--- src/rtl/adt_pkg.sv ---
package adt_pkg;

    // Sequencer states
    typedef enum logic [2:0] {
        ST_IDLE,
        ST_HS_WAIT,
        ST_HS_ON,
        ST_LS_WAIT,
        ST_LS_ON,
        ST_LS_HOLD,
        ST_FAULT
    } seq_st_e;

    // Asynchronous sense inputs, carried together through the synchronizer
    typedef struct packed {
        logic pwm;
        logic fccm;
        logic zc;
        logic lg_low;
        logic ug_low;
    } sense_t;

    localparam int SENSE_W = $bits(sense_t);

    // Registered drive word
    typedef struct packed {
        logic hs;
        logic ls;
        logic flt;
    } drive_t;

    function automatic drive_t drive_of(input seq_st_e s);
        drive_t d;
        d     = '0;
        d.hs  = (s == ST_HS_ON);
        d.ls  = (s == ST_LS_ON);
        d.flt = (s == ST_FAULT);
        return d;
    endfunction

    function automatic logic is_wait(input seq_st_e s);
        return (s == ST_HS_WAIT) || (s == ST_LS_WAIT);
    endfunction

endpackage

--- src/rtl/adt_sync.sv ---
module adt_sync #(
    parameter int W      = 5,
    parameter int STAGES = 2
) (
    input  logic         clk,
    input  logic         rst,
    input  logic [W-1:0] d,
    output logic [W-1:0] q
);

    for (genvar b = 0; b < W; b++) begin : g_bit
        logic [STAGES-1:0] chain;
        always_ff @(posedge clk) begin
            if (rst) chain <= '0;
            else     chain <= {chain[STAGES-2:0], d[b]};
        end
        assign q[b] = chain[STAGES-1];
    end

endmodule

--- src/rtl/adt_offtimer.sv ---
module adt_offtimer #(
    parameter int CNT_W = 8
) (
    input  logic             clk,
    input  logic             rst,
    input  logic             hs_drop,
    input  logic             hs_en,
    input  logic [CNT_W-1:0] min_off,
    output logic             busy,
    output logic             oc_sample
);

    localparam logic [CNT_W-1:0] ONE = CNT_W'(1);

    logic [CNT_W-1:0] remain;

    always_ff @(posedge clk) begin
        if (rst)                 remain <= '0;
        else if (hs_drop)        remain <= min_off;
        else if (remain != '0)   remain <= remain - ONE;
    end

    // Turn-on may happen at the edge that ends the last off cycle
    assign busy      = remain > ONE;
    assign oc_sample = remain == ONE;

    // Checker state: length of the current high-side low run
    logic [CNT_W:0]   low_run;
    logic [CNT_W-1:0] lim_lat;

    always_ff @(posedge clk) begin
        if (rst) begin
            low_run <= '0;
            lim_lat <= '0;
        end else if (hs_drop) begin
            low_run <= (CNT_W+1)'(1);
            lim_lat <= min_off;
        end else if (!hs_en && (low_run != '1)) begin
            low_run <= low_run + (CNT_W+1)'(1);
        end
    end

    AST_MIN_OFF: assert property (@(posedge clk) disable iff (rst)
        $rose(hs_en) |-> ($past(low_run) >= {1'b0, $past(lim_lat)}))
        else $error("high side reasserted before minimum off");
    AST_OC_IN_GAP: assert property (@(posedge clk) disable iff (rst)
        oc_sample |-> !hs_en)
        else $error("sample strobe while high side on");
    AST_OC_SINGLE: assert property (@(posedge clk) disable iff (rst)
        oc_sample |=> !oc_sample)
        else $error("sample strobe longer than one cycle");

endmodule

--- src/rtl/adt_seq.sv ---
module adt_seq
    import adt_pkg::*;
#(
    parameter int CNT_W = 8
) (
    input  logic             clk,
    input  logic             rst,
    input  sense_t           sn,
    input  logic             moff_busy,
    input  logic [CNT_W-1:0] timeout,
    output logic             hs_en,
    output logic             ls_en,
    output logic             fault,
    output logic             hs_drop
);

    seq_st_e          st, nx;
    drive_t           drv_q, drv_nx;
    logic             pwm_d;
    logic             rise, fall;
    logic             flag_ok, expired;
    logic [CNT_W-1:0] wcnt, wcnt_nx;

    assign rise = sn.pwm & ~pwm_d;
    assign fall = ~sn.pwm & pwm_d;

    always_comb begin
        case (st)
            ST_HS_WAIT: flag_ok = sn.lg_low;
            ST_LS_WAIT: flag_ok = sn.ug_low;
            default:    flag_ok = 1'b1;
        endcase
    end

    assign expired = !flag_ok && (wcnt >= timeout);

    always_comb begin
        nx = st;
        case (st)
            ST_IDLE, ST_FAULT: begin
                if (rise)      nx = ST_HS_WAIT;
                else if (fall) nx = ST_LS_WAIT;
            end
            ST_HS_WAIT: begin
                if (fall)                          nx = ST_LS_WAIT;
                else if (sn.lg_low && !moff_busy)  nx = ST_HS_ON;
                else if (expired)                  nx = ST_FAULT;
            end
            ST_HS_ON: begin
                if (fall) nx = ST_LS_WAIT;
            end
            ST_LS_WAIT: begin
                if (rise)           nx = ST_HS_WAIT;
                else if (sn.ug_low) nx = ST_LS_ON;
                else if (expired)   nx = ST_FAULT;
            end
            ST_LS_ON: begin
                if (rise)                    nx = ST_HS_WAIT;
                else if (!sn.fccm && sn.zc)  nx = ST_LS_HOLD;
            end
            ST_LS_HOLD: begin
                if (rise)      nx = ST_HS_WAIT;
                else if (fall) nx = ST_LS_WAIT;
            end
            default: nx = ST_IDLE;
        endcase
    end

    assign wcnt_nx = ((nx != st) || flag_ok) ? '0 : wcnt + CNT_W'(1);
    assign drv_nx  = drive_of(nx);

    always_ff @(posedge clk) begin
        if (rst) begin
            st    <= ST_IDLE;
            drv_q <= '0;
            pwm_d <= 1'b0;
            wcnt  <= '0;
        end else begin
            st    <= nx;
            drv_q <= drv_nx;
            pwm_d <= sn.pwm;
            wcnt  <= wcnt_nx;
        end
    end

    assign hs_en   = drv_q.hs;
    assign ls_en   = drv_q.ls;
    assign fault   = drv_q.flt;
    assign hs_drop = drv_q.hs & ~drv_nx.hs;

    AST_NO_OVERLAP: assert property (@(posedge clk) disable iff (rst)
        !(hs_en && ls_en))
        else $error("both gate enables high");
    AST_FAULT_SAFE: assert property (@(posedge clk) disable iff (rst)
        fault |-> (!hs_en && !ls_en))
        else $error("gate enabled during fault");

endmodule

--- src/rtl/adt_gate_ctrl.sv ---
module adt_gate_ctrl
    import adt_pkg::*;
#(
    parameter int CNT_W       = 8,
    parameter int SYNC_STAGES = 2
) (
    input  logic             clk,
    input  logic             rst,
    input  logic             pwm_in,
    input  logic             fccm_in,
    input  logic             zc_in,
    input  logic             lg_low_in,
    input  logic             ug_low_in,
    input  logic [CNT_W-1:0] min_off_cyc,
    input  logic [CNT_W-1:0] sense_timeout,
    output logic             hs_en,
    output logic             ls_en,
    output logic             oc_sample,
    output logic             fault
);

    localparam int LAT = SYNC_STAGES + 1;

    sense_t             raw, sn;
    logic [SENSE_W-1:0] sync_q;
    logic               moff_busy;
    logic               hs_drop;

    always_comb begin
        raw        = '0;
        raw.pwm    = pwm_in;
        raw.fccm   = fccm_in;
        raw.zc     = zc_in;
        raw.lg_low = lg_low_in;
        raw.ug_low = ug_low_in;
    end

    adt_sync #(
        .W      (SENSE_W),
        .STAGES (SYNC_STAGES)
    ) u_sync (
        .clk (clk),
        .rst (rst),
        .d   (raw),
        .q   (sync_q)
    );

    assign sn = sense_t'(sync_q);

    adt_seq #(
        .CNT_W (CNT_W)
    ) u_seq (
        .clk       (clk),
        .rst       (rst),
        .sn        (sn),
        .moff_busy (moff_busy),
        .timeout   (sense_timeout),
        .hs_en     (hs_en),
        .ls_en     (ls_en),
        .fault     (fault),
        .hs_drop   (hs_drop)
    );

    adt_offtimer #(
        .CNT_W (CNT_W)
    ) u_off (
        .clk       (clk),
        .rst       (rst),
        .hs_drop   (hs_drop),
        .hs_en     (hs_en),
        .min_off   (min_off_cyc),
        .busy      (moff_busy),
        .oc_sample (oc_sample)
    );

    AST_HS_NEEDS_LG: assert property (@(posedge clk) disable iff (rst)
        $rose(hs_en) |-> $past(lg_low_in, LAT))
        else $error("high side on without low gate flag");
    AST_LS_NEEDS_UG: assert property (@(posedge clk) disable iff (rst)
        $rose(ls_en) |-> $past(ug_low_in, LAT))
        else $error("low side on without high gate flag");
    AST_ZC_CUTOFF: assert property (@(posedge clk) disable iff (rst)
        ($past(ls_en) && $past(zc_in, LAT) && !$past(fccm_in, LAT)) |-> !ls_en)
        else $error("low side not cut at zero cross");
    AST_FCCM_HOLD: assert property (@(posedge clk) disable iff (rst)
        ($past(ls_en) && $past(fccm_in, LAT) && !$past(pwm_in, LAT)) |-> ls_en)
        else $error("low side dropped in continuous mode");

endmodule

--- config.mk ---
export PLATFORM = sky130hd
export DESIGN_NAME = adt_gate_ctrl
export DESIGN_NICKNAME = d
export VERILOG_FILES = /design/src/rtl/adt_pkg.sv /design/src/rtl/adt_sync.sv /design/src/rtl/adt_offtimer.sv /design/src/rtl/adt_seq.sv /design/src/rtl/adt_gate_ctrl.sv
export SDC_FILE = /design/constraint.sdc
export NUM_CORES = 1
export LEC_CHECK = 0
export BUFFER_PORTS_ARGS = -buffer_cell sky130_fd_sc_hd__buf_2
export CORE_MARGIN = 8
export CORE_UTILIZATION = 48
export DETAILED_ROUTE_END_ITERATION = 16
export MAX_ROUTING_LAYER = met4
export PLACE_DENSITY_LB_ADDON = 0.25
export SLEW_MARGIN = 20
export SYNTH_ARGS = -nofsm -noshare
export SYNTH_HDL_FRONTEND = slang
export SYNTH_HIERARCHICAL = 1
export SYNTH_SLANG_ARGS = --single-unit
--- constraint.sdc ---
create_clock -name clk -period 6.29 [get_ports clk]
set_input_delay 1.887 -clock clk [delete_from_list [all_inputs] [get_ports clk]]
set_output_delay 1.887 -clock clk [all_outputs]
set_load 0.05 [all_outputs]
# --- Yosys cells after proc, flatten, opt, wreduce, memory -nomap -nowiden ---
# Cells that the tools add are included.
word_totals:
  elab_cells: 58
  out_inout_bits: 4
  latch_bits: 0
  mem_bits_rw: 0
  memories: 0
  input_bits: 23
  mem_bits_ro: 0
  reg_bits: 33
classes:
  div: 0
  add_sub_neg: 2
  eq_ne: 11
  bitwise_logic: 6
  reduce_logical: 12
  n_lt_le_gt_ge: 2
  n_mux: 13
  mul: 0
  shift: 0
ops:
  columns: ["op", "n"]
  rows:
  - ["$mux W3", 9]
  - ["$mux W8", 2]
  - ["$eq A3 B3 Y1 const B", 5]
  - ["$pmux W3 S5", 1]
  - ["$eq A3 B2 Y1 const B", 3]
  - ["$add A8 B1 Y8 const B", 1]
  - ["$eq A8 B1 Y1 const B", 1]
  - ["$ge A8 B8 Y1", 1]
  - ["$gt A8 B1 Y1 const B", 1]
  - ["$reduce_bool A8 Y1", 1]
  - ["$sub A8 B1 Y8 const B", 1]
  - ["$and A1 B1 Y1", 3]
  - ["$eq A3 B1 Y1 const B", 1]
  - ["$logic_and A1 B1 Y1", 3]
  - ["$logic_not A1 Y1", 3]
  - ["$logic_not A3 Y1", 1]
  - ["$ne A3 B3 Y1", 1]
  - ["$not A1 Y1", 3]
  - ["$reduce_or A3 Y1", 1]
  - ["$pmux W1 S2", 1]
  - ["$reduce_bool A2 Y1", 1]
  - ["$reduce_or A2 Y1", 1]
  - ["$logic_or A1 B1 Y1", 1]

# --- Logic depth before layout (Yosys ltp) ---
# Gate-level depths: netlist of the first run.
depth:
  word_depth: 12
  ltp_mapped: 13
  depth_no_buf: 12

# --- Cells and area by module ---
# The synthesis of the first run kept the hierarchy.
modules_own_cells:
  columns: ["mod", "seq_area_each_um2", "area_per_inst_um2", "cells_each", "n_inst"]
  rows:
  - ["adt_seq", 300.3, 1151.1, 138, 1]
  - ["adt_offtimer", 160.2, 518.0, 60, 1]
  - ["adt_sync", 200.2, 300.3, 25, 1]

# --- Worst setup path after synthesis of the first run ---
# OpenSTA, ideal clock, no wires.
synth_path:
  path_type: "input to register"
  startpoint: "input sense_timeout[0]"
  endpoint: "register u_off.remain[5]"
  arrival_ns: 3.957
  n_path_buf: 1
  setup_slack_ns: 2.245
  required_time_ns: 6.202
  cell_stages: 10
  setup_ns: 0.088
  cell_sequence: "ha_1 nand2b_4 a2111oi_4 o32a_2 a21o_2 o2111ai_1 and2_1 buf_2 or2_2 o32ai_2"
synth_via:
  elab_chain_len: 10
  word_cells_on_any_way: 13
synth_rtl:
  columns: ["item", "line_no", "source"]
  rows:
  - ["start, declared", "adt_gate_ctrl.sv:15", "input logic [CNT_W-1:0] sense_timeout,"]
  - ["$ge A8 B8 Y1 *", "adt_seq.sv:35", "assign expired = !flag_ok && (wcnt >= timeout);"]
  - ["$logic_and A1 B1 Y1 *", "adt_seq.sv:35", null]
  - ["$mux W3 *", "adt_seq.sv:47, adt_seq.sv:55", null]
  - ["$mux W3, on equally long branches", "adt_seq.sv:54, adt_seq.sv:46", null]
  - ["$mux W3, on equally long branches", "adt_seq.sv:53, adt_seq.sv:45", null]
  - ["$pmux W3 S5 *", "adt_seq.sv:39", "case (st)"]
  - ["$eq A3 B2 Y1 *", "adt_pkg.sv:35", "d.hs = (s == ST_HS_ON);"]
  - ["$not A1 Y1 *", "adt_seq.sv:89", "assign hs_drop = drv_q.hs & ~drv_nx.hs;"]
  - ["$and A1 B1 Y1 *", "adt_seq.sv:89", null]
  - ["via hs_drop", "adt_gate_ctrl.sv:27", "logic hs_drop;"]
  - ["$mux W8 / $reduce_bool A2 Y1 (equally long branches)", null, null]
  - ["end signal, assigned", "adt_offtimer.sv:19", "else if (hs_drop) remain <= min_off;"]
  - ["end signal, assigned", "adt_offtimer.sv:20", "else if (remain != '0) remain <= remain - ONE;"]
  - ["end, declared", "adt_offtimer.sv:15", "logic [CNT_W-1:0] remain;"]
# The timed path passes the listed nets; every way through them passes the cells marked *.
# A chain may end at the register's enable or synchronous reset.

# --- Final worst setup path of the first run ---
layout_path:
  startpoint: "input sense_timeout[0]"
  endpoint: "register u_off.remain[0]"
# Same word-level chain as after synthesis.

==> flow_summary.rst, run 1 <==
.. list-table::
   :header-rows: 1

   * - Metric
     - Value
   * - Status
     - finished, final reports clean
   * - Clock root buffer master
     - sky130_fd_sc_hd__clkbuf_8
   * - Reg2reg setup slack
     - 3.44 ns
   * - Mean number of vias per cell
     - 5.19
   * - Total instance count after detailed placement
     - 287
   * - Most frequent standard cell in the layout excluding fill and tap cells
     - sky130_fd_sc_hd__dfxtp_1
   * - Share of synthesized registers carrying an async set or reset
     - 0%
   * - Final routed DRC violation total
     - 0
   * - Worst Setup End Kind
     - flop
   * - Category of the critical setup timing path
     - input pin to flop
   * - Proportion of layout cells with a drive suffix above 1
     - 22.0%
   * - Minimum hold slack
     - 0.438 ns
   * - Core area
     - 3970 um^2
   * - Routed wl met3
     - 177 um
   * - Initial drt markers
     - 98
   * - Initial core utilization
     - 49.6%
   * - Post-detailed-routing wire length
     - 3710 um
   * - Maximum resistive drop on vdd
     - 0.188 mV
   * - Final count of hold timing violations
     - 0
   * - Min setup slack post-route
     - 2.23 ns
   * - Tightest Pin Transition
     - 0.916 ns
   * - Min-Delay Path Depth
     - 1
   * - Hold worst-path end
     - u_sync/g_bit[3].chain[1]
   * - Clock insertion delay at the later pin of the skew report
     - 0.29 ns
   * - Width of the die
     - 80.1 um
   * - Kind of cell adding the most delay to the critical path
     - simple AND/OR/NAND/NOR gates
   * - Area added between synthesis and finish
     - 9.40%
   * - Dominant cell type by area after synthesis
     - sky130_fd_sc_hd__dfxtp_1
   * - Half-perimeter wire length after detailed placement
     - 2700 um
   * - Static power due to leakage
     - 0.890 nW
   * - Port Buf Inserts
     - 26
   * - Synth Register Bits
     - 33
   * - Leading post-synthesis cells by cell area
     - sky130_fd_sc_hd__dfxtp_1 34%, sky130_fd_sc_hd__ha_1 7.0%, sky130_fd_sc_hd__nor2b_1 4.4%
   * - Synthesized netlist cell count
     - 223
   * - Post-detailed-route wirelength per cell
     - 12.6 um
   * - CTS sink count
     - 33
   * - Worst Min Path Start
     - u_sync/g_bit[3].chain[0]
   * - Leading cell types in the layout, fill and taps excluded
     - 33 x sky130_fd_sc_hd__dfxtp_1, 26 x sky130_fd_sc_hd__buf_2, 22 x sky130_fd_sc_hd__nor2_1
   * - Fin crit share
     - 64.5%
   * - Number of warnings printed during yosys synthesis
     - 6
   * - Final Util
     - 54.3%
   * - Sequential cell area fraction in the yosys report
     - 33.5%
   * - Final critical path time including I/O delays and setup
     - 4.06 ns
   * - Slew Limit Headroom
     - 38.2%
   * - Slowest cell on the critical path
     - sky130_fd_sc_hd__or4_1
   * - GR Util All Layers
     - 12.7%
   * - F_max
     - 0.246 GHz
   * - Number of search-and-repair iterations in the first detailed-routing pass
     - 4
   * - Clock Tree Buf Depth
     - 2
   * - Global-route congestion overflow total
     - 0
   * - Overall die height
     - 80.1 um
   * - Number of antenna violations at the first check in global routing
     - 0
   * - Largest net degree at the start of global routing
     - 28
   * - First-pass GRT wire length
     - 6330 um
   * - Number of flops mapped to enable cells by yosys
     - 0
   * - WP data arrival
     - 4.27 ns
   * - Clock Skew
     - 0.00831 ns
   * - Nets in the synthesized netlist
     - 257
   * - Critical-path cell list
     - buf_2 > ha_1 > nand2b_4 > a2111oi_4 > o32a_2 > a21o_2 > o2111ai_1 > and2_1 > or4_1 > o211ai_1
   * - WP buf/inv
     - 1
   * - Via count of the first global-routing pass
     - 1,459
   * - Minimum setup slack after placement
     - 1.95 ns
   * - Path type of the worst min-delay path
     - flop to flop
   * - Number of hold-repair buffers added at the cts stage
     - 0
   * - Power per cell area
     - 297 nW/um^2
   * - # setup viols final
     - 0
   * - Final weighted congestion of routability-driven global placement
     - 0.851
   * - Worst flop-to-flop path endpoint
     - u_off/remain[0]
   * - Main flop type after synthesis
     - sky130_fd_sc_hd__dfxtp_1
   * - CTS tree
     - done
   * - Design area
     - 2150 um^2
   * - Count of different cell masters after synthesis
     - 63
   * - Unrepaired setup endpoints after global routing
     - no
   * - Mapped Area
     - 1970 um^2
   * - Number of clock buffers inserted by TritonCTS
     - 5
   * - Logic depth of the worst register-to-register path
     - 8
   * - Number of top-level pins
     - 27
   * - Final net count
     - 278
   * - Delay of the slowest cell on the worst path
     - 0.54 ns
   * - Final Power
     - 0.641 mW
   * - Clock transition time at the flip-flop clock pins of the worst setup and hold paths
     - 0.07 ns
   * - Number of nets with antenna violations after detailed routing
     - 0
   * - Die footprint
     - 6410 um^2
   * - Count of instances resized after the clock tree is built
     - 0
   * - Top Metal Used
     - met4
   * - Total Neg Setup Slack
     - 0 ns
   * - Final std cells w/o fill
     - 295
   * - Ant diodes
     - 0
   * - H-tree Lvls
     - 2
   * - CP Launch Type
     - input pin
   * - Reg-to-reg startpoint
     - u_seq/st[1]
   * - Vias post-DR
     - 1,532
   * - Post-Place Cell Area
     - 2070 um^2
   * - Critical path peak fanout
     - 12
   * - Mean area per synthesized cell
     - 8.83 um^2
   * - Share of the synthesized area in the top cell type
     - 33.5%
   * - Std cell rows
     - 23
   * - Met1 wire length
     - 1840 um
   * - Required time at the endpoint of the critical path
     - 6.50 ns
   * - Max-slew violation count
     - 0
   * - Post-CTS setup buffer count
     - 0
   * - Max Cap Violations
     - 0
   * - Sum of met2 wire segment lengths after detailed routing
     - 1650 um
[layer usage]
layer,GRT usage (%),vias up
li1,-,822
met5,-,-
met1,15.6,677
met4,5.45,0
met2,18.4,28
met3,4.46,5
[logic make-up (layout without fill, tap and decap cells)]
family | after synthesis | in the layout | synth area share, %
AND/OR/NAND/NOR | 96 | 96 | 28.6
AO/OA/AOI/OAI | 49 | 49 | 19.6
flip-flops | 33 | 33 | 33.5
buffers and inverters | 25 | 47 | 7.24
adder cells (fa/ha/maj) | 11 | 11 | 6.99
XOR/XNOR | 8 | 8 | 3.56
multiplexers | 1 | 1 | 0.508
[flip-flops by register name, indices dropped and copies added (netlist names)]
name,count
u_seq/pwm_d,1
u_seq/wcnt,8
u_seq/fault,1
u_off/remain,8
u_seq/ls_en,1
u_sync/g_bit.chain,10
u_seq/hs_en,1
u_seq/st,3
[power by group]
group / internal, mW / leakage [nW] / switching [mW]
registers: 0.233 / 0.270 / 0.0324
clock network: 0.0763 / 0.0439 / 0.0810
logic: 0.107 / 0.577 / 0.110
total: 0.417 / 0.890 / 0.224
[synthesized netlist by cell type, types with 3 or more instances]
cell type	number
sky130_fd_sc_hd__or2b_1	3
sky130_fd_sc_hd__ha_1	11
sky130_fd_sc_hd__o22ai_1	3
sky130_fd_sc_hd__inv_1	13
sky130_fd_sc_hd__o21ai_0	7
sky130_fd_sc_hd__nand2_1	19
sky130_fd_sc_hd__nor2_1	22
sky130_fd_sc_hd__dfxtp_1	33
sky130_fd_sc_hd__and3_1	4
sky130_fd_sc_hd__xnor2_1	6
sky130_fd_sc_hd__a21oi_1	12
sky130_fd_sc_hd__nand3_1	4
sky130_fd_sc_hd__nor2b_1	14
sky130_fd_sc_hd__buf_4	7
sky130_fd_sc_hd__nand2b_1	3
sky130_fd_sc_hd__nor3_1	3
[worst max-delay path by stage]
stage,from,end,slack [ns],cells after the start
finish,sense_timeout[0],u_off/remain[0],2.23,10
global route,sense_timeout[0],u_off/remain[0],2.07,10
CTS,sense_timeout[0],u_off/remain[0],2.24,10
detailed placement,sense_timeout[0],u_off/remain[0],1.95,10
global placement,sense_timeout[0],u_off/remain[0],2.00,10
floorplan,sense_timeout[0],u_off/remain[5],2.25,10
[cell type report]
| class | instances | area [um^2] |
|---|---|---|
| Fill cell | 393 | 1820 |
| Multi-Input combinational cell | 165 | 1170 |
| Sequential cell | 33 | 661 |
| Timing Repair Buffer | 26 | 130 |
| Clock buffer | 5 | 68.8 |
| Tap cell | 50 | 62.6 |
| Inverter | 13 | 48.8 |
| Clock inverter | 3 | 17.5 |
(Power assumes the default switching activity.)
==> run 2: changes to the inputs <==
--- a/config.mk
+++ b/config.mk
@@ -5,6 +5,7 @@
 export SDC_FILE = /design/constraint.sdc
 export NUM_CORES = 1
 export LEC_CHECK = 0
+export ABC_AREA = 1
 export BUFFER_PORTS_ARGS = -buffer_cell sky130_fd_sc_hd__buf_2
 export CORE_MARGIN = 8
 export CORE_UTILIZATION = 48
==> constraint.sdc (replaced) <==
create_clock -name clk -period 3.3 [get_ports clk]
set_input_delay 0.99 -clock clk [delete_from_list [all_inputs] [get_ports clk]]
set_output_delay 0.99 -clock clk [all_outputs]
set_load 0.05 [all_outputs]
==> flow_summary.rst, run 2 <==
.. list-table::
   :header-rows: 1

   * - Metric
     - Value
   * - Reg2reg setup slack
     - 1.02 ns (-2.42 ns)
   * - Nets in the synthesized netlist
     - 308 (+20%)
   * - Number of search-and-repair iterations in the first detailed-routing pass
     - 4 (unchanged)
   * - Mean number of vias per cell
     - 4.58 (-12%)
   * - Initial drt markers
     - 149 (+52%)
   * - Critical-path cell list
     - buf_2 > inv_1 > ha_1 > a21oi_1 > o21a_1 > nand2_1 > nand2_4 > nand3_1 > nand2_1 > nand2_1 > nand3_2 > nor2_1 > nor2_1 > buf_4 > nand2_1 > o21ai_0 > nand2_1 > a21oi_2
   * - Width of the die
     - 78.6 um (-1.8%)
   * - Final routed DRC violation total
     - 0 (unchanged)
   * - Vias post-DR
     - 1,599 (+4.4%)
   * - Worst Setup End Kind
     - flop
   * - Path type of the worst min-delay path
     - flop to flop
   * - Proportion of layout cells with a drive suffix above 1
     - 20.6% (-1.4 points)
   * - Number of antenna violations at the first check in global routing
     - 0 (unchanged)
   * - Power per cell area
     - 697 nW/um^2 (+130%)
   * - Die footprint
     - 6180 um^2 (-3.6%)
   * - Required time at the endpoint of the critical path
     - 3.52 ns (-2.98 ns)
   * - Number of hold-repair buffers added at the cts stage
     - 0 (unchanged)
   * - Max-slew violation count
     - 0 (unchanged)
   * - H-tree Lvls
     - 2 (unchanged)
   * - Static power due to leakage
     - 1.09 nW (+22%)
   * - F_max
     - 0.376 GHz
   * - Category of the critical setup timing path
     - input pin to flop
   * - Port Buf Inserts
     - 26 (unchanged)
   * - Global-route congestion overflow total
     - 0 (unchanged)
   * - Reg-to-reg startpoint
     - u_off/remain[0]
   * - Std cell rows
     - 22 (-4.3%)
   * - Reg with most FFs
     - u_sync/g_bit.chain
   * - Overall die height
     - 78.6 um (-1.8%)
   * - Critical path peak fanout
     - 6 (-6)
   * - Delay of the slowest cell on the worst path
     - 0.29 ns (-0.25 ns)
   * - Most frequent standard cell in the layout excluding fill and tap cells
     - sky130_fd_sc_hd__nor2_1
   * - Post-CTS setup buffer count
     - 0 (unchanged)
   * - Slowest cell on the critical path
     - sky130_fd_sc_hd__ha_1
   * - Number of top-level pins
     - 27 (unchanged)
   * - Final std cells w/o fill
     - 349 (+18%)
   * - Leading cell types in the layout, fill and taps excluded
     - 49 x sky130_fd_sc_hd__nor2_1, 47 x sky130_fd_sc_hd__inv_1, 46 x sky130_fd_sc_hd__nand2_1
   * - Post-detailed-route wirelength per cell
     - 9.73 um (-23%)
   * - Most common cell on crit path
     - sky130_fd_sc_hd__nand2_1
   * - Design area
     - 2140 um^2 (-0.81%)
   * - GR Util All Layers
     - 12.1% (-0.56 points)
   * - Via count of the first global-routing pass
     - 1,457 (-0.14%)
   * - Final weighted congestion of routability-driven global placement
     - 0.921 (+8.3%)
   * - Clock insertion delay at the later pin of the skew report
     - 0.28 ns (about the same)
   * - Count leader, synth
     - sky130_fd_sc_hd__nor2_1
   * - Initial core utilization
     - 50.6% (+1.0 points)
   * - Main flop type after synthesis
     - sky130_fd_sc_hd__dfxtp_1
   * - Area added between synthesis and finish
     - 13.6%
   * - Total instance count after detailed placement
     - 341 (+19%)
   * - Status
     - finished, final reports clean
   * - Largest register FFs
     - 10 (unchanged)
   * - Sequential cell area fraction in the yosys report
     - 35.1% (+1.6 points)
   * - # setup viols final
     - 0 (unchanged)
   * - Post-detailed-routing wire length
     - 3400 um (-8.4%)
   * - Leading post-synthesis cells by cell area
     - sky130_fd_sc_hd__dfxtp_1 35%, sky130_fd_sc_hd__nor2_1 9.8%, sky130_fd_sc_hd__inv_1 9.4%
   * - Share of synthesized registers carrying an async set or reset
     - 0% (unchanged)
   * - Min-Delay Path Depth
     - 2 (+1)
   * - Largest net degree at the start of global routing
     - 27 (-3.6%)
   * - Synth Register Bits
     - 33 (unchanged)
   * - CP Launch Type
     - input pin
   * - Half-perimeter wire length after detailed placement
     - 2700 um (-0.21%)
   * - Number of warnings printed during yosys synthesis
     - 6 (unchanged)
   * - Clock transition time at the flip-flop clock pins of the worst setup and hold paths
     - 0.07 ns (about the same)
   * - Mapped Area
     - 1880 um^2 (-4.5%)
   * - Minimum hold slack
     - 0.405 ns (-0.0338 ns)
   * - Hold worst-path end
     - u_sync/g_bit[4].chain[1]
   * - Count of instances resized after the clock tree is built
     - 0 (unchanged)
   * - Final critical path time including I/O delays and setup
     - 2.66 ns
   * - WP data arrival
     - 2.88 ns (-1.39 ns)
   * - Maximum resistive drop on vdd
     - 0.354 mV (+89%)
   * - Slew Limit Headroom
     - 69.6% (+31 points)
   * - Dominant cell type by area after synthesis
     - sky130_fd_sc_hd__dfxtp_1
   * - CTS sink count
     - 33 (unchanged)
   * - Total Neg Setup Slack
     - 0 ns (unchanged)
   * - Number of nets with antenna violations after detailed routing
     - 0 (unchanged)
   * - Core area
     - 3720 um^2 (-6.4%)
   * - Number of clock buffers inserted by TritonCTS
     - 5 (unchanged)
   * - Ant diodes
     - 0 (unchanged)
   * - Fin crit share
     - 80.6%
   * - Clock root buffer master
     - sky130_fd_sc_hd__clkbuf_8
   * - Count of different cell masters after synthesis
     - 29 (-54%)
   * - Worst Min Path Start
     - u_sync/g_bit[4].chain[0]
   * - Largest registers
     - u_sync/g_bit.chain: 10 flops, u_off/remain: 8 flops, u_seq/wcnt: 8 flops
   * - Worst flop-to-flop path endpoint
     - u_off/remain[1]
   * - Unrepaired setup endpoints after global routing
     - no
   * - Max Cap Violations
     - 0 (unchanged)
   * - First-pass GRT wire length
     - 6070 um (-4.1%)
   * - Synthesized netlist cell count
     - 274 (+23%)
   * - CTS tree
     - done
   * - Final net count
     - 334 (+20%)
   * - Clock Skew
     - 0.00785 ns (-0.000465 ns)
   * - Final count of hold timing violations
     - 0 (unchanged)
   * - Logic depth of the worst register-to-register path
     - 20 (+12)
   * - Cell types with the highest counts after synthesis
     - 49 x sky130_fd_sc_hd__nor2_1, 47 x sky130_fd_sc_hd__inv_1, 46 x sky130_fd_sc_hd__nand2_1
   * - Tightest Pin Transition
     - 0.455 ns (-0.461 ns)
   * - Number of filler instances in the final layout
     - 351 (-11%)
   * - Number of flops mapped to enable cells by yosys
     - 0 (unchanged)
   * - Share of the synthesized area in the top cell type
     - 35.1% (+1.6 points)
   * - Clock Tree Buf Depth
     - 2 (unchanged)
   * - Post-Place Cell Area
     - 2020 um^2 (-2.2%)
   * - Final Util
     - 57.5% (+3.3 points)
   * - Mean area per synthesized cell
     - 6.86 um^2 (-22%)
run 2: cell count changes in the layout (fill, tap and decap cells not counted), sizes merged, moves of 4 or more:
cell,previous run,this run
inv,13,51
nor2,23,56
nor2b,15,0
or2b,4,0
nand2,19,56
nand3,4,16
o21ai,7,12
and3,4,0
nand2b,5,0
run 2: cells by family after synthesis:
logic type	Yosys count	synth area share, %
fa+ha+maj	11	7.32
xor+xnor	7	3.26
flops	33	35.1
compound gates	27	8.45
buf+inv	59	13.2
simple gates	137	32.7
run 2: worst max-delay path: cells and delay by family:
family / cells / cell delay [ns]
AND/OR/NAND/NOR: 10 / 0.80
adder cells (fa/ha/maj): 1 / 0.29
buffers and inverters: 3 / 0.27
AO/OA/AOI/OAI: 4 / 0.53
run 2: how the worst max path moves through the flow:
stage                                start  cells after the start         endpoint  slack [ns]
after CTS                 sense_timeout[7]                     18  u_off/remain[1]        0.64
after global routing      sense_timeout[3]                     19  u_off/remain[2]        0.39
final                     sense_timeout[7]                     18  u_off/remain[1]        0.64
after floorplan           sense_timeout[3]                     21  u_off/remain[6]        0.42
after detailed placement  sense_timeout[7]                     18  u_off/remain[1]        0.34
after global placement    sense_timeout[7]                     18  u_off/remain[0]        0.37
run 2: metal layers:
layer	routed length [um]	GRT usage [%]	vias to the layer above
met5	0	-	-
met4	52	5.00	0
met3	187	3.30	6
met2	1430	17.1	38
met1	1730	15.9	668
li1	-	-	887
run 2: layout make-up:
cell class | count | area, um^2 | share of cell area (%)
clock buffer | 5 | 68.8 | 3.22
clock inverter | 3 | 46.3 | 2.17
inverter | 51 | 191 | 8.96
multi-input combinational | 182 | 972 | 45.5
sequential | 33 | 661 | 30.9
tap | 48 | 60.1 | 2.81
timing repair buffer | 27 | 138 | 6.44
run 2: per-stage QoR:
step | total power, mW | setup slack [ns]
CTS | 1.50 | 0.643
finish | 1.49 | 0.641
floorplan | 1.00 | 0.425
global placement | 1.11 | 0.365
global route | 1.62 | 0.388
detailed placement | 1.12 | 0.338
run 2: power by group:
group          leakage (nW)  switching, mW  internal (mW)
clock network        0.0543          0.152          0.226
logic                 0.763          0.378          0.218
registers             0.270         0.0549          0.460
==> run 3: changes to the inputs <==
==> constraint.sdc (replaced) <==
create_clock -name clk -period 2.7 [get_ports clk]
set_input_delay 0.81 -clock clk [delete_from_list [all_inputs] [get_ports clk]]
set_output_delay 0.81 -clock clk [all_outputs]
set_load 0.05 [all_outputs]
==> flow_summary.rst, run 3 (same netlist as run 2, synthesis figures left out) <==
.. list-table::
   :header-rows: 1

   * - Metric
     - Value
   * - Status
     - finished, final reports clean
   * - Minimum setup slack after placement
     - -0.0412 ns (-0.379 ns)
   * - Final count of hold timing violations
     - 0 (unchanged)
   * - CTS tree
     - done
   * - Number of antenna violations at the first check in global routing
     - 0 (unchanged)
   * - Logic depth of the worst register-to-register path
     - 19 (-5.0%)
   * - Static power due to leakage
     - 1.12 nW (+3.0%)
   * - Most common cell on crit path
     - sky130_fd_sc_hd__nand2_1
   * - Proportion of layout cells with a drive suffix above 1
     - 22.7% (+2.1 points)
   * - Post-detailed-route wirelength per cell
     - 9.64 um (-0.90%)
   * - Width of the die
     - 78.6 um (unchanged)
   * - Initial drt markers
     - 97 (-35%)
   * - Ant diodes
     - 0 (unchanged)
   * - Number of clock buffers inserted by TritonCTS
     - 5 (unchanged)
   * - Post-Place Cell Area
     - 2070 um^2 (+2.6%)
   * - Max-slew violation count
     - 0 (unchanged)
   * - First-pass GRT wire length
     - 6330 um (+4.2%)
   * - Area added between synthesis and finish
     - 16.6%
   * - Design area
     - 2190 um^2 (+2.6%)
   * - Required time at the endpoint of the critical path
     - 2.91 ns (-0.61 ns)
   * - Number of nets with antenna violations after detailed routing
     - 0 (unchanged)
   * - Seq. cell area
     - 661 um^2 (unchanged)
   * - Reg with most FFs
     - u_sync/g_bit.chain
   * - Max Cap Violations
     - 0 (unchanged)
   * - Half-perimeter wire length after detailed placement
     - 2720 um (+0.86%)
   * - Clock Skew
     - 0.00475 ns (-0.00310 ns)
   * - Largest net degree at the start of global routing
     - 27 (unchanged)
   * - Power per cell area
     - 841 nW/um^2 (+21%)
   * - Clock insertion delay at the later pin of the skew report
     - 0.29 ns (about the same)
   * - Overall die height
     - 78.6 um (unchanged)
   * - Initial core utilization
     - 50.6% (unchanged)
   * - Fin crit share
     - 90.5%
   * - Largest registers
     - u_sync/g_bit.chain: 10 flops, u_off/remain: 8 flops, u_seq/wcnt: 8 flops
   * - Global-route congestion overflow total
     - 0 (unchanged)
   * - # setup viols final
     - 0 (unchanged)
   * - Final Util
     - 59.0% (+1.5 points)
   * - Post-CTS setup buffer count
     - 0 (unchanged)
   * - Final Power
     - 1.84 mW (+24%)
   * - Area of the multi-input gates
     - 976 um^2 (+0.39%)
   * - Min-Delay Path Depth
     - 2 (unchanged)
   * - Leading cell types in the layout, fill and taps excluded
     - 49 x sky130_fd_sc_hd__nor2_1, 47 x sky130_fd_sc_hd__inv_1, 46 x sky130_fd_sc_hd__nand2_1
   * - Clock Tree Buf Depth
     - 2 (unchanged)
   * - Core area
     - 3720 um^2 (unchanged)
   * - Std cell rows
     - 22 (unchanged)
   * - Clock root buffer master
     - sky130_fd_sc_hd__clkbuf_8
   * - Min setup slack post-route
     - 0.256 ns (-0.385 ns)
   * - Slew Limit Headroom
     - 69.3% (-0.31 points)
   * - Port Buf Inserts
     - 26 (unchanged)
   * - GR Util All Layers
     - 12.7% (+0.54 points)
   * - WP data arrival
     - 2.66 ns (-0.22 ns)
   * - Worst flop-to-flop path endpoint
     - u_off/remain[7]
   * - Die footprint
     - 6180 um^2 (unchanged)
   * - Unrepaired setup endpoints after global routing
     - no
   * - Origin of the worst setup path
     - sense_timeout[3]
   * - Most frequent standard cell in the layout excluding fill and tap cells
     - sky130_fd_sc_hd__nor2_1
   * - Slowest cell on the critical path
     - sky130_fd_sc_hd__ha_1
   * - Category of the critical setup timing path
     - input pin to flop
   * - F_max
     - 0.409 GHz
   * - Maximum resistive drop on vdd
     - 0.511 mV (+44%)
   * - Mean number of vias per cell
     - 4.62 (+0.79%)
   * - H-tree Lvls
     - 2 (unchanged)
   * - Reg-to-reg startpoint
     - u_off/remain[0]
   * - Number of search-and-repair iterations in the first detailed-routing pass
     - 4 (unchanged)
   * - Final critical path time including I/O delays and setup
     - 2.44 ns
   * - Vias post-DR
     - 1,644 (+2.8%)
   * - Hold worst-path end
     - u_sync/g_bit[4].chain[1]
   * - CP Launch Type
     - input pin
   * - Largest register FFs
     - 10 (unchanged)
   * - Worst Setup End Kind
     - flop
   * - Reg2reg setup slack
     - 0.46 ns (-0.56 ns)
   * - Critical-path cell list
     - buf_2 > inv_1 > ha_1 > nand2_1 > nor2_1 > nor2_1 > nand2_1 > nand2_1 > nand2_1 > nand2_4 > nand2_2 > nand2_2 > nand2_1 > nand3_2 > nor2_1 > nor2_1 > buf_4 > nor2_2 > nand3_1 > a21oi_1
   * - CTS sink count
     - 33 (unchanged)
   * - Final routed DRC violation total
     - 0 (unchanged)
   * - Number of top-level pins
     - 27 (unchanged)
   * - Total Neg Setup Slack
     - 0 ns (unchanged)
   * - Kind of cell adding the most delay to the critical path
     - simple AND/OR/NAND/NOR gates
   * - Via count of the first global-routing pass
     - 1,579 (+8.4%)
   * - Number of filler instances in the final layout
     - 369 (+5.1%)
   * - Path type of the worst min-delay path
     - flop to flop
   * - Delay of the slowest cell on the worst path
     - 0.28 ns (about the same)
   * - Final weighted congestion of routability-driven global placement
     - 0.879 (-4.6%)
   * - Post-detailed-routing wire length
     - 3430 um (+1.1%)
   * - Final net count
     - 341 (+2.1%)
   * - Worst Min Path Start
     - u_sync/g_bit[4].chain[0]
   * - Critical path peak fanout
     - 5 (-1)
   * - Clock transition time at the flip-flop clock pins of the worst setup and hold paths
     - 0.07 ns (about the same)
   * - Tightest Pin Transition
     - 0.460 ns (+0.00459 ns)
   * - WP buf/inv
     - 3 (unchanged)
[run 3: cell count changes in the layout (fill, tap and decap cells not counted), sizes merged]
cell,delta
buf,+7
[run 3: what timing repair did]
action | 4_1_cts | 5_1_grt
gates resized for setup | 0 | 1
endpoints found under the setup margin | 0 | 3
hold buffers | 0 | 0
[run 3: layout make-up]
class	instances	share of cell area, %
timing repair buffer	34	8.67
tap	48	2.74
clock buffer	5	3.14
clock inverter	3	2.11
inverter	51	8.73
multi-input combinational	182	44.5
sequential	33	30.1
[run 3: worst max-delay path by stage]
stage                                 end  slack, ns  cells after the start
after global placement    u_off/remain[5]      -0.03                     19
after CTS                 u_off/remain[7]       0.26                     16
final                     u_off/remain[7]       0.26                     20
after floorplan           u_off/remain[6]      0.005                     21
after global routing      u_off/remain[1]      0.006                     21
after detailed placement  u_off/remain[5]      -0.04                     19
[run 3: power breakdown]
part / switching, mW / internal [mW] / total (mW)
clock network: 0.188 / 0.276 / 0.464
logic: 0.466 / 0.283 / 0.749
registers: 0.0687 / 0.563 / 0.632
[run 3: per-stage QoR]
stage	cells	hold slack, ns
after global placement	348	0.391
final	356	0.403
after global routing	356	0.434
after floorplan	274	0.388
after detailed placement	348	0.396
after CTS	356	0.406
[run 3: per-layer routing]
metal | wire [um] | track usage (%) | part of all wire (%)
met1 | 1760 | 15.6 | 51
met3 | 179 | 4.33 | 5.2
met5 | 0 | - | 0
met4 | 59 | 5.19 | 1.7
met2 | 1430 | 18.4 | 42
[run 3: worst reg2reg max path: cells and delay by family (launching register included)]
family | cells | cell delay [ns]
AND/OR/NAND/NOR | 13 | 1.11
buffers and inverters | 4 | 0.35
flip-flops | 1 | 0.34
adder cells (fa/ha/maj) | 1 | 0.21
AO/OA/AOI/OAI | 1 | 0.15
